### config.mk
export PLATFORM = sky130hd
export DESIGN_NAME = exc_history_buf
export DESIGN_NICKNAME = d
export VERILOG_FILES = /design/src/rtl/hb_pkg.sv /design/src/rtl/hb_entry_store.sv /design/src/rtl/hb_ring_ctrl.sv /design/src/rtl/hb_unwind.sv /design/src/rtl/exc_history_buf.sv
export SDC_FILE = /design/constraint.sdc
export NUM_CORES = 1
export LEC_CHECK = 0
export BUFFER_PORTS_ARGS = -buffer_cell sky130_fd_sc_hd__buf_4
export CORE_ASPECT_RATIO = 0.7
export CORE_MARGIN = 2
export CORE_UTILIZATION = 60
export CTS_CLUSTER_DIAMETER = 30
export CTS_CLUSTER_SIZE = 20
export DETAILED_ROUTE_END_ITERATION = 16
export PLACE_DENSITY = 0.8
export SYNTH_ARGS = -nofsm -noshare
export SYNTH_HDL_FRONTEND = slang
export SYNTH_SLANG_ARGS = --single-unit
export TNS_END_PERCENT = 1
### constraint.sdc
create_clock -name clk -period 5.6 [get_ports clk]
set_clock_uncertainty 0.1 [all_clocks]
set_input_delay 0.28 -clock clk [delete_from_list [all_inputs] [get_ports clk]]
set_output_delay 0.28 -clock clk [all_outputs]
set_load 0.01 [all_outputs]
### src/rtl/hb_pkg.sv
package hb_pkg;
  localparam int HB_DEPTH_DEF = 8;
  localparam int HB_REG_W_DEF = 5;
  localparam int HB_DATA_W_DEF = 32;

  typedef enum logic {
    WALK_IDLE = 1'b0,
    WALK_RUN  = 1'b1
  } walk_state_t;
endpackage

### src/rtl/hb_entry_store.sv
module hb_entry_store #(
  parameter int DEPTH = 8,
  parameter int RW = 5,
  parameter int DW = 32,
  localparam int IW = $clog2(DEPTH)
) (
  input  logic          clk,
  input  logic          rst_n,
  input  logic          alloc_fire,
  input  logic [IW-1:0] alloc_idx,
  input  logic [RW-1:0] alloc_reg,
  input  logic          cmpl_fire,
  input  logic [IW-1:0] cmpl_idx,
  input  logic [DW-1:0] cmpl_data,
  input  logic [IW-1:0] head_idx,
  input  logic [IW-1:0] walk_idx,
  output logic          head_done,
  output logic          walk_done,
  output logic [RW-1:0] walk_reg,
  output logic [DW-1:0] walk_data
);
  logic [DEPTH-1:0]         done_vec;
  logic [DEPTH-1:0][RW-1:0] reg_vec;
  logic [DEPTH-1:0][DW-1:0] data_vec;

  for (genvar i = 0; i < DEPTH; i++) begin : gen_ent
    logic          done_r;
    logic [RW-1:0] reg_r;
    logic [DW-1:0] data_r;
    logic          hit_alloc;
    logic          hit_cmpl;

    assign hit_alloc = alloc_fire && (alloc_idx == IW'(i));
    assign hit_cmpl  = cmpl_fire && (cmpl_idx == IW'(i));

    always_ff @(posedge clk) begin
      if (!rst_n) begin
        done_r <= 1'b0;
        reg_r  <= '0;
        data_r <= '0;
      end else if (hit_alloc) begin
        done_r <= 1'b0;
        reg_r  <= alloc_reg;
      end else if (hit_cmpl) begin
        done_r <= 1'b1;
        data_r <= cmpl_data;
      end
    end

    assign done_vec[i] = done_r;
    assign reg_vec[i]  = reg_r;
    assign data_vec[i] = data_r;
  end

  assign head_done = done_vec[head_idx];
  assign walk_done = done_vec[walk_idx];
  assign walk_reg  = reg_vec[walk_idx];
  assign walk_data = data_vec[walk_idx];

  // a captured completion leaves its entry complete with the handed-over value
  assert_capture_R4: assert property (@(posedge clk) disable iff (!rst_n)
    cmpl_fire |=> done_vec[$past(cmpl_idx)] && data_vec[$past(cmpl_idx)] == $past(cmpl_data));

  // a fresh allocation starts out incomplete
  assert_fresh_entry_R2: assert property (@(posedge clk) disable iff (!rst_n)
    alloc_fire |=> !done_vec[$past(alloc_idx)]);
endmodule

### src/rtl/hb_ring_ctrl.sv
module hb_ring_ctrl #(
  parameter int DEPTH = 8,
  localparam int IW = $clog2(DEPTH),
  localparam int CW = IW + 1
) (
  input  logic          clk,
  input  logic          rst_n,
  input  logic          alloc_valid,
  output logic          alloc_ready,
  output logic [IW-1:0] alloc_tag,
  input  logic          cmpl_valid,
  input  logic [IW-1:0] cmpl_tag,
  input  logic          exc_valid,
  input  logic [IW-1:0] exc_tag,
  input  logic          busy,
  input  logic          head_done,
  output logic [IW-1:0] head_idx,
  output logic          alloc_fire,
  output logic          cmpl_fire,
  output logic          exc_fire,
  output logic [IW-1:0] walk_start,
  output logic [CW-1:0] walk_len
);
  logic [IW-1:0] head_q, tail_q;
  logic [CW-1:0] count_q;
  logic          retire_fire;
  logic          is_full, is_empty;

  // distance of a tag from the oldest entry, modulo the ring size
  function automatic logic [CW-1:0] age_of(input logic [IW-1:0] tag, input logic [IW-1:0] hd);
    logic [IW-1:0] diff;
    diff = tag - hd;
    return {1'b0, diff};
  endfunction

  function automatic logic live_tag(input logic [IW-1:0] tag, input logic [IW-1:0] hd,
                                    input logic [CW-1:0] cnt);
    return age_of(tag, hd) < cnt;
  endfunction

  assign is_full     = (count_q == CW'(DEPTH));
  assign is_empty    = (count_q == '0);
  assign alloc_ready = !is_full && !busy && !exc_valid;
  assign alloc_fire  = alloc_valid && alloc_ready;
  assign cmpl_fire   = cmpl_valid && !busy && live_tag(cmpl_tag, head_q, count_q);
  assign exc_fire    = exc_valid && !busy && live_tag(exc_tag, head_q, count_q);
  assign retire_fire = !busy && !exc_valid && !is_empty && head_done;
  assign alloc_tag   = tail_q;
  assign head_idx    = head_q;
  assign walk_start  = tail_q - IW'(1);
  assign walk_len    = count_q - age_of(exc_tag, head_q);

  always_ff @(posedge clk) begin
    if (!rst_n) begin
      head_q  <= '0;
      tail_q  <= '0;
      count_q <= '0;
    end else if (exc_fire) begin
      tail_q  <= exc_tag;
      count_q <= age_of(exc_tag, head_q);
    end else begin
      if (alloc_fire)  tail_q <= tail_q + IW'(1);
      if (retire_fire) head_q <= head_q + IW'(1);
      count_q <= count_q + CW'(alloc_fire) - CW'(retire_fire);
    end
  end

  assert_no_overflow_R3: assert property (@(posedge clk) disable iff (!rst_n)
    count_q <= CW'(DEPTH));

  assert_full_stalls_R3: assert property (@(posedge clk) disable iff (!rst_n)
    is_full |-> !alloc_fire);

  assert_walk_blocks_decode_R9: assert property (@(posedge clk) disable iff (!rst_n)
    busy |-> !alloc_ready);

  // an incomplete oldest entry keeps the occupancy from shrinking
  assert_in_order_free_R5: assert property (@(posedge clk) disable iff (!rst_n)
    (!head_done && !exc_fire) |=> count_q >= $past(count_q));

  // after an exception the next tag is the faulting one
  assert_rewind_R9: assert property (@(posedge clk) disable iff (!rst_n)
    exc_fire |=> tail_q == $past(exc_tag));
endmodule

### src/rtl/hb_unwind.sv
module hb_unwind #(
  parameter int DEPTH = 8,
  parameter int RW = 5,
  parameter int DW = 32,
  localparam int IW = $clog2(DEPTH),
  localparam int CW = IW + 1
) (
  input  logic          clk,
  input  logic          rst_n,
  input  logic          exc_fire,
  input  logic [IW-1:0] walk_start,
  input  logic [CW-1:0] walk_len,
  input  logic          walk_done,
  input  logic [RW-1:0] walk_reg,
  input  logic [DW-1:0] walk_data,
  output logic          busy,
  output logic [IW-1:0] walk_idx,
  output logic          rf_we,
  output logic [RW-1:0] rf_waddr,
  output logic [DW-1:0] rf_wdata
);
  import hb_pkg::*;

  walk_state_t   state_q;
  logic [IW-1:0] ptr_q;
  logic [CW-1:0] left_q;
  logic          last_step;

  assign busy      = (state_q == WALK_RUN);
  assign walk_idx  = ptr_q;
  assign last_step = busy && (left_q == '0);

  always_ff @(posedge clk) begin
    if (!rst_n) begin
      state_q <= WALK_IDLE;
      ptr_q   <= '0;
      left_q  <= '0;
    end else if (!busy) begin
      if (exc_fire) begin
        state_q <= WALK_RUN;
        ptr_q   <= walk_start;
        left_q  <= walk_len - CW'(1);
      end
    end else if (last_step) begin
      state_q <= WALK_IDLE;
    end else begin
      ptr_q  <= ptr_q - IW'(1);
      left_q <= left_q - CW'(1);
    end
  end

  assign rf_we    = busy && walk_done;
  assign rf_waddr = rf_we ? walk_reg : '0;
  assign rf_wdata = rf_we ? walk_data : '0;

  assert_quiet_port_R6: assert property (@(posedge clk) disable iff (!rst_n)
    rf_we |-> busy);

  assert_walk_starts_R7: assert property (@(posedge clk) disable iff (!rst_n)
    exc_fire |=> busy && walk_idx == $past(walk_start));

  assert_walk_steps_R7: assert property (@(posedge clk) disable iff (!rst_n)
    (busy && !last_step) |=> busy && walk_idx == $past(walk_idx) - IW'(1));

  assert_walk_ends_R7: assert property (@(posedge clk) disable iff (!rst_n)
    last_step |=> !busy);
endmodule

### src/rtl/exc_history_buf.sv
module exc_history_buf #(
  parameter int DEPTH = hb_pkg::HB_DEPTH_DEF,
  parameter int RW = hb_pkg::HB_REG_W_DEF,
  parameter int DW = hb_pkg::HB_DATA_W_DEF,
  localparam int IW = $clog2(DEPTH),
  localparam int CW = IW + 1
) (
  input  logic          clk,
  input  logic          rst_n,
  input  logic          alloc_valid,
  input  logic [RW-1:0] alloc_reg,
  output logic          alloc_ready,
  output logic [IW-1:0] alloc_tag,
  input  logic          cmpl_valid,
  input  logic [IW-1:0] cmpl_tag,
  input  logic [DW-1:0] cmpl_data,
  input  logic          exc_valid,
  input  logic [IW-1:0] exc_tag,
  output logic          busy,
  output logic          rf_we,
  output logic [RW-1:0] rf_waddr,
  output logic [DW-1:0] rf_wdata
);
  logic          alloc_fire, cmpl_fire, exc_fire;
  logic          head_done, walk_done;
  logic [IW-1:0] head_idx, walk_idx, walk_start;
  logic [CW-1:0] walk_len;
  logic [RW-1:0] walk_reg;
  logic [DW-1:0] walk_data;

  hb_ring_ctrl #(.DEPTH(DEPTH)) i_ctrl (
    .clk(clk), .rst_n(rst_n),
    .alloc_valid(alloc_valid), .alloc_ready(alloc_ready), .alloc_tag(alloc_tag),
    .cmpl_valid(cmpl_valid), .cmpl_tag(cmpl_tag),
    .exc_valid(exc_valid), .exc_tag(exc_tag),
    .busy(busy), .head_done(head_done), .head_idx(head_idx),
    .alloc_fire(alloc_fire), .cmpl_fire(cmpl_fire), .exc_fire(exc_fire),
    .walk_start(walk_start), .walk_len(walk_len)
  );

  hb_entry_store #(.DEPTH(DEPTH), .RW(RW), .DW(DW)) i_store (
    .clk(clk), .rst_n(rst_n),
    .alloc_fire(alloc_fire), .alloc_idx(alloc_tag), .alloc_reg(alloc_reg),
    .cmpl_fire(cmpl_fire), .cmpl_idx(cmpl_tag), .cmpl_data(cmpl_data),
    .head_idx(head_idx), .walk_idx(walk_idx),
    .head_done(head_done), .walk_done(walk_done),
    .walk_reg(walk_reg), .walk_data(walk_data)
  );

  hb_unwind #(.DEPTH(DEPTH), .RW(RW), .DW(DW)) i_unwind (
    .clk(clk), .rst_n(rst_n),
    .exc_fire(exc_fire), .walk_start(walk_start), .walk_len(walk_len),
    .walk_done(walk_done), .walk_reg(walk_reg), .walk_data(walk_data),
    .busy(busy), .walk_idx(walk_idx),
    .rf_we(rf_we), .rf_waddr(rf_waddr), .rf_wdata(rf_wdata)
  );

  // an exception while the walk runs does not restart it
  assert_ignore_nested_R10: assert property (@(posedge clk) disable iff (!rst_n)
    (busy && exc_valid) |-> !exc_fire);
endmodule

==> Yosys cells after proc, flatten, opt, wreduce, memory -nomap -nowiden <==
Index checks and enable logic that the tools add are counted.
{ "totals": {"input_bits": 48, "regBits": 322} }
{ "op_classes": {"addsub": 11, "n_bitwise": 10, "n_eq_ne": 16, "order_cmp": 4, "n_mux": 22, "n_reduce_logical": 57} }
{ "op_table": {"columns": ["op", "count"], "rows": [
  ["$bmux W32 S3", 1],
  ["$mux W32", 2],
  ["$logic_and A1 B1 Y1", 28],
  ["$eq A3 B3 Y1 const B", 8],
  ["$reduce_and A2 Y1", 10],
  ["$mux W3", 6],
  ["$reduce_or A2 Y1", 9],
  ["$bmux W5 S3", 1],
  ["$eq A3 B2 Y1 const B", 4],
  ["$mux W4", 3],
  ["$mux W5", 2],
  ["$not A1 Y1", 10],
  ["$logic_not A4 Y1", 2],
  ["$lt A3 B4 Y1", 2],
  ["$lt A3 B4 Y1 const B", 2],
  ["$sub A4 B1 Y4 const B", 2],
  ["$add A3 B1 Y3 const B", 2],
  ["$bmux W1 S3", 2],
  ["$eq A3 B1 Y1 const B", 2],
  ["$logic_not A3 Y1", 2],
  ["$sub A3 B1 Y3 const B", 2],
  ["$sub A3 B3 Y3", 2],
  ["$mux W1", 5],
  ["$add A4 B1 Y4", 1],
  ["6 further kinds", 10]
]} }

==> Depth between registers and ports, before layout <==
{ "logic_depth": {"depth_word": 8, "ltp_mapped": 14, "depth_no_buf": 13} }

==> By module <==
From an unflattened synthesis, not the netlist that was laid out.
{ "hier_totals": {"hier_cells": 1399, "hier_area_um2": 15162.0} }
{ "modules_own_cells": {"columns": ["mod", "seq_area_each_um2", "n_inst", "cells_per_inst", "area_each_um2"], "rows": [
  ["hb_entry_store", 6085.8, 1, 1186, 13392.8],
  ["hb_ring_ctrl", 200.2, 1, 111, 999.7],
  ["hb_unwind", 160.2, 1, 102, 769.5]
]} }

==> Least setup slack after synthesis <==
No wires, ideal clock.
{ "synth_path": {"path_kind": "reg-to-reg", "startpoint": "register i_ctrl.head_q[0], in the netlist i_ctrl.head_idx[0]", "endpoint": "register i_unwind.left_q[0]", "required_ns": 5.378, "synth_period_minus_slack_ns": 3.062, "slack_ns": 2.538, "arrival_ns": 2.841, "stages_incl_launch_ff": 13, "setup_time_ns": 0.122, "path_cell_list": "dfxtp_1 -> ha_1 -> inv_1 -> fa_1 -> xor2_1 -> xnor2_1 -> ha_1 -> nor2_1 -> o311ai_0 -> and2_0 -> buf_2 -> o21ai_0 -> o311a_1"} }
{ "synth_via": {"elab_chain_len": 5} }
{ "synth_lines": {"columns": ["item", "line_no", "rtl"], "rows": [
  ["start, declared", "hb_ring_ctrl.sv:24", "logic [IW-1:0] head_q, tail_q;"],
  ["start signal, assigned", "hb_ring_ctrl.sv:63", "if (retire_fire) head_q <= head_q + IW'(1);"],
  ["$sub A3 B3 Y3 (*)", "hb_ring_ctrl.sv:32", "diff = tag - hd;"],
  ["$sub A4 B3 Y4 / $lt A3 B4 Y1 (equally long branches)", "hb_ring_ctrl.sv:51, hb_ring_ctrl.sv:38", null],
  ["$sub A4 B1 Y4 / $logic_and A1 B1 Y1 (equally long branches)", "hb_unwind.sv:42, hb_ring_ctrl.sv:46", null],
  ["$mux W4 / $reduce_bool A2 Y1 (equally long branches)", null, null],
  ["$mux W4 / $reduce_and A2 Y1 (equally long branches)", null, null],
  ["end signal, assigned", "hb_unwind.sv:42", "left_q <= walk_len - CW'(1);"],
  ["end signal, assigned", "hb_unwind.sv:48", "left_q <= left_q - CW'(1);"],
  ["end, declared", "hb_unwind.sv:26", "logic [CW-1:0] left_q;"]
]} }
Mark *: on every way between the ends. The rest lies on a longest branch, timed or not. The select of a mux whose other input is x is not followed.
A chain may end at the register's enable or synchronous reset.

==> Final worst setup path <==
{ "layout_path": {"startpoint": "register i_unwind.state_q, in the netlist i_unwind.busy", "endpoint": "register i_store.gen_ent[2].data_r[23]"} }
{ "layout_via": {"elab_chain_len": 7} }
{ "layout_lines": {"columns": ["item", "line_no", "rtl"], "rows": [
  ["start, declared", "hb_unwind.sv:24", "walk_state_t state_q;"],
  ["start signal, assigned", "hb_unwind.sv:35", "state_q <= WALK_IDLE;"],
  ["start signal, assigned", "hb_unwind.sv:40", "state_q <= WALK_RUN;"],
  ["start signal, assigned", "hb_unwind.sv:45", "state_q <= WALK_IDLE;"],
  ["$logic_not A1 Y1 (*)", null, null],
  ["$logic_and A1 B1 Y1 (2 in series)", "hb_ring_ctrl.sv:43", "assign alloc_ready = !is_full && !busy && !exc_valid;"],
  ["$logic_and A1 B1 Y1", "hb_ring_ctrl.sv:44", "assign alloc_fire = alloc_valid && alloc_ready;"],
  ["$logic_and A1 B1 Y1", "hb_entry_store.sv:33", "assign hit_alloc = alloc_fire && (alloc_idx == IW'(i));"],
  ["$not A1 Y1 (no source line)", null, null],
  ["$reduce_and A2 Y1 (no source line) (*)", null, null],
  ["end signal, assigned", "hb_entry_store.sv:46", "data_r <= cmpl_data;"],
  ["end, declared", "hb_entry_store.sv:29", "logic [DW-1:0] data_r;"]
]} }
Mark *: on every way between the ends. The rest lies on a longest branch, timed or not.

==> summary.txt <==
Route
  • Via count: 10600
  • Avg WL per Cell: 18.7 um
  • Initial DRC count: 873
  • Residual DRC count: 0
  • Total Wirelength: 34.1 mm
  • Vias/cell: 5.82
  • Final ANT Viol Nets: 0
  • DRT Pass-1 Iters: 5

Pwr
  • Max VDD drop: 0.232 mV
  • Proportion of power drawn by combinational gates: 17.8%
  • Leakage Power: 7.68 nW
  • NetSw: 2.02 mW
  • Pwr dens: 391 nW/um^2
  • Reg power frac: 39.1%
  • Pint: 4.70 mW
  • Clock power frac: 43.2%
  • Sw Ratio: 30.1%

Synthesis
  • Synth Net Count: 1504
  • Synth area leader: dfxtp_1
  • Ys Warns: 0
  • Syn_area_per_cell: 10.5 um^2
  • Number of flops mapped to enable cells by yosys: 0
  • Adder-cell share of the synthesized area: 2.80%
  • Post-Synth XOR/XNOR Area: 0.704%
  • Post-synthesis sequential area ratio: 43.2%
  • Top cells by area, synth: dfxtp_1, mux2i_1, mux4_2
  • Cell Area, Synth: 14900 um^2
  • Post-synthesis mux area share: 28.9%
  • Synthesized-area fraction occupied by and/or/nand/nor cells: 13.7%
  • Yosys cell types: 47
  • Yosys top cell area share: 43.2%
  • Register bit count reported by yosys: 322
  • Asr flop ratio synth: 0%
  • Top-count cell post-synth: dfxtp_1
  • Post-synth top cells: dfxtp_1, nand2_1, mux2i_1
  • Cells after synthesis: 1425
  • Primary FF master, synth: dfxtp_1
  • Post-synthesis compound-gate area fraction: 5.96%
  • Largest family of logic cells by synthesized area: multiplexers

Global routing
  • Vias in the first global route: 10600
  • Antenna violations before repair: 0
  • Met1 GRT Util: 37.5%
  • Met2 usage: 43.1%
  • GRT met3 Usage: 4.18%
  • First-pass GRT wire length: 55.6 mm
  • GR Overflow Total: 0
  • Total global routing track utilization: 26.6%
  • Top Usage Layer GRT: met2
  • Largest net degree at the start of global routing: 160

Floorplanning
  • Die area: 26200 um^2
  • Core Area: 24600 um^2
  • Die Y: 136 um
  • Die Span X: 193 um
  • Num rows: 48
  • Initial core utilization: 60.8%
  • Io pins: 91

Place
  • RD Place Congestion: 0.855
  • Placed instance area: 15500 um^2
  • Hpwl dp: 20.3 mm
  • Place WS: 1.78 ns
  • # port buffers: 90

Clock tree
  • Clk buf depth: 3
  • CTS Buf Count: 47
  • Clk slew on worst S/H paths: 0.06 ns
  • Post-CTS Hold Fix Bufs: 7
  • TritonCTS clock tree: built
  • Clk Latency, worst-skew pair: 0.54 ns
  • Clock Sinks: 322
  • CTS root buf: clkbuf_16
  • Total setup buffers inserted after CTS: 0
  • CTS H-tree lvls: 2
  • Post-CTS Resized: 0

Job
  • Max Cap Viol: 0

Setup path
  • FF-to-FF Start: i_unwind.busy
  • CP Data Required Time: 5.94 ns
  • Critical path peak fanout: 32
  • Most used cell, CP: nand2_2
  • Slowest stage delay, CP: 0.88 ns
  • Slowest cell on crit path: nand2_2
  • Worst path cell trace: nor2_1, and3_1, inv_2, nor2_2, nand2_2, nand2_2, mux2i_1
  • Worst Setup SP: i_unwind.busy
  • Crit-path leading delay family: simple AND/OR/NAND/NOR gates
  • Crit path buffers/inverters: 1
  • Worst setup EP type: register
  • Crit path kind: reg2reg
  • Worst EP arrival: 4.22 ns
  • Crit start category: register

Layout
  • Final core utilization: 69.9%
  • Nets: 1544
  • Share of layout cells above drive strength 1: 21.3%
  • Post-route cell area: 17200 um^2
  • Diodes inserted: 0
  • P&R area growth vs syn: 14.9%

Timing
  • Endpoints failing setup: 0
  • Total Neg Setup Slack: 0 ns
  • Slew @ Worst Pin: 1.17 ns
  • Unrepaired setup endpoints after global routing: no
  • Fin. Hold Viols: 0
  • Pins over their slew limit: 0
  • Normalized max-slew margin: 21.9%
  • FMAX: 0.258 GHz
  • Setup slack after layout: 1.72 ns
  • Min cycle time layout: 3.88 ns
  • Final worst path period share: 69.3%

Run status
  • Status: complete, no violations

Min path
  • Worst hold start: exc_tag[1]
  • Hold Path Class: in2reg
path summary, 6_finish.rpt:
| check | end | slack, ns | depth (start not counted) |
|---|---|---|---|
| max | i_store.gen_ent[2].data_r[23] | 1.72 | 7 |
| min | i_ctrl.alloc_tag[1] | 0.07 | 3 |
| max reg2reg | i_store.gen_ent[2].data_r[23] | 1.72 | 7 |
| min reg2reg | i_store.gen_ent[7].data_r[3] | 0.35 | 2 |
cells by family (layout without fill, tap and decap cells):
kind of cell,after synthesis,after routing
simple gates,458,458
mux,333,333
flops,322,322
buf+inv,144,221
compound gates,125,125
fa+ha+maj,31,31
xor+xnor,12,12
layout by cell type (no fill, tap or decap), types with 9 or more instances in the layout:
master,count
a21boi_0,26
nor2b_1,25
ha_1,27
buf_4,98
mux4_2,78
mux2i_1,254
nand3_2,10
clkbuf_16,50
o21ai_1,36
nand2_2,10
nand3_1,85
dfxtp_1,319
inv_1,27
nor2_1,52
o211a_1,9
o21ai_2,28
nand2_1,257
layer usage:
layer / up-vias / part of all wire (%)
met1: 5227 / 46
met3: 48 / 5.3
li1: 5075 / -
met5: - / 0
met4: 0 / 1.6
met2: 288 / 47
per-stage QoR:
stage                     power (mW)  instances  hold WS, ns
after floorplan                 3.56       1425        0.335
after global placement          3.83       1734        0.342
after detailed placement        3.85       1734        0.347
after CTS                       6.75       1827       0.0467
after global routing            6.97       1827       0.0673
final                           6.72       1827       0.0650
sequential cells by signal, indices dropped and copies added, names as in the netlist:
signal and flops:
i_ctrl.alloc_tag 3, i_ctrl.count_q 4, i_ctrl.head_idx 3, i_store.gen_ent.data_r 256, i_store.gen_ent.done_r 8, i_store.gen_ent.reg_r 40
i_unwind.busy 1, i_unwind.left_q 4, i_unwind.walk_idx 3
worst reg2reg max path, stage by stage, from the launching register on:
cell     delay (ns)
dfxtp_1        0.57
nor2_1         0.23
and3_1         0.69
inv_2          0.15
nor2_2         0.58
nand2_2        0.28
nand2_2        0.88
mux2i_1        0.32
power by group through the flow:
stage,Sequential [mW],Combinational [mW],Clock [mW]
floorplan,2.50,1.06,0
global placement,2.67,1.16,0
detailed placement,2.67,1.18,0
CTS,2.63,1.19,2.93
global route,2.65,1.29,3.03
finish,2.62,1.19,2.90
cell type report:
| type | instances | area (um^2) |
|---|---|---|
| Clock buffer | 55 | 1290 |
| Sequential cell | 322 | 6450 |
| Clock inverter | 31 | 294 |
| Timing Repair Buffer | 107 | 841 |
| Multi-Input combinational cell | 959 | 7780 |
| Inverter | 28 | 105 |
| Fill cell | 1772 | 7390 |
| Tap cell | 325 | 407 |
Note: power is estimated with default switching activity, not from simulation.
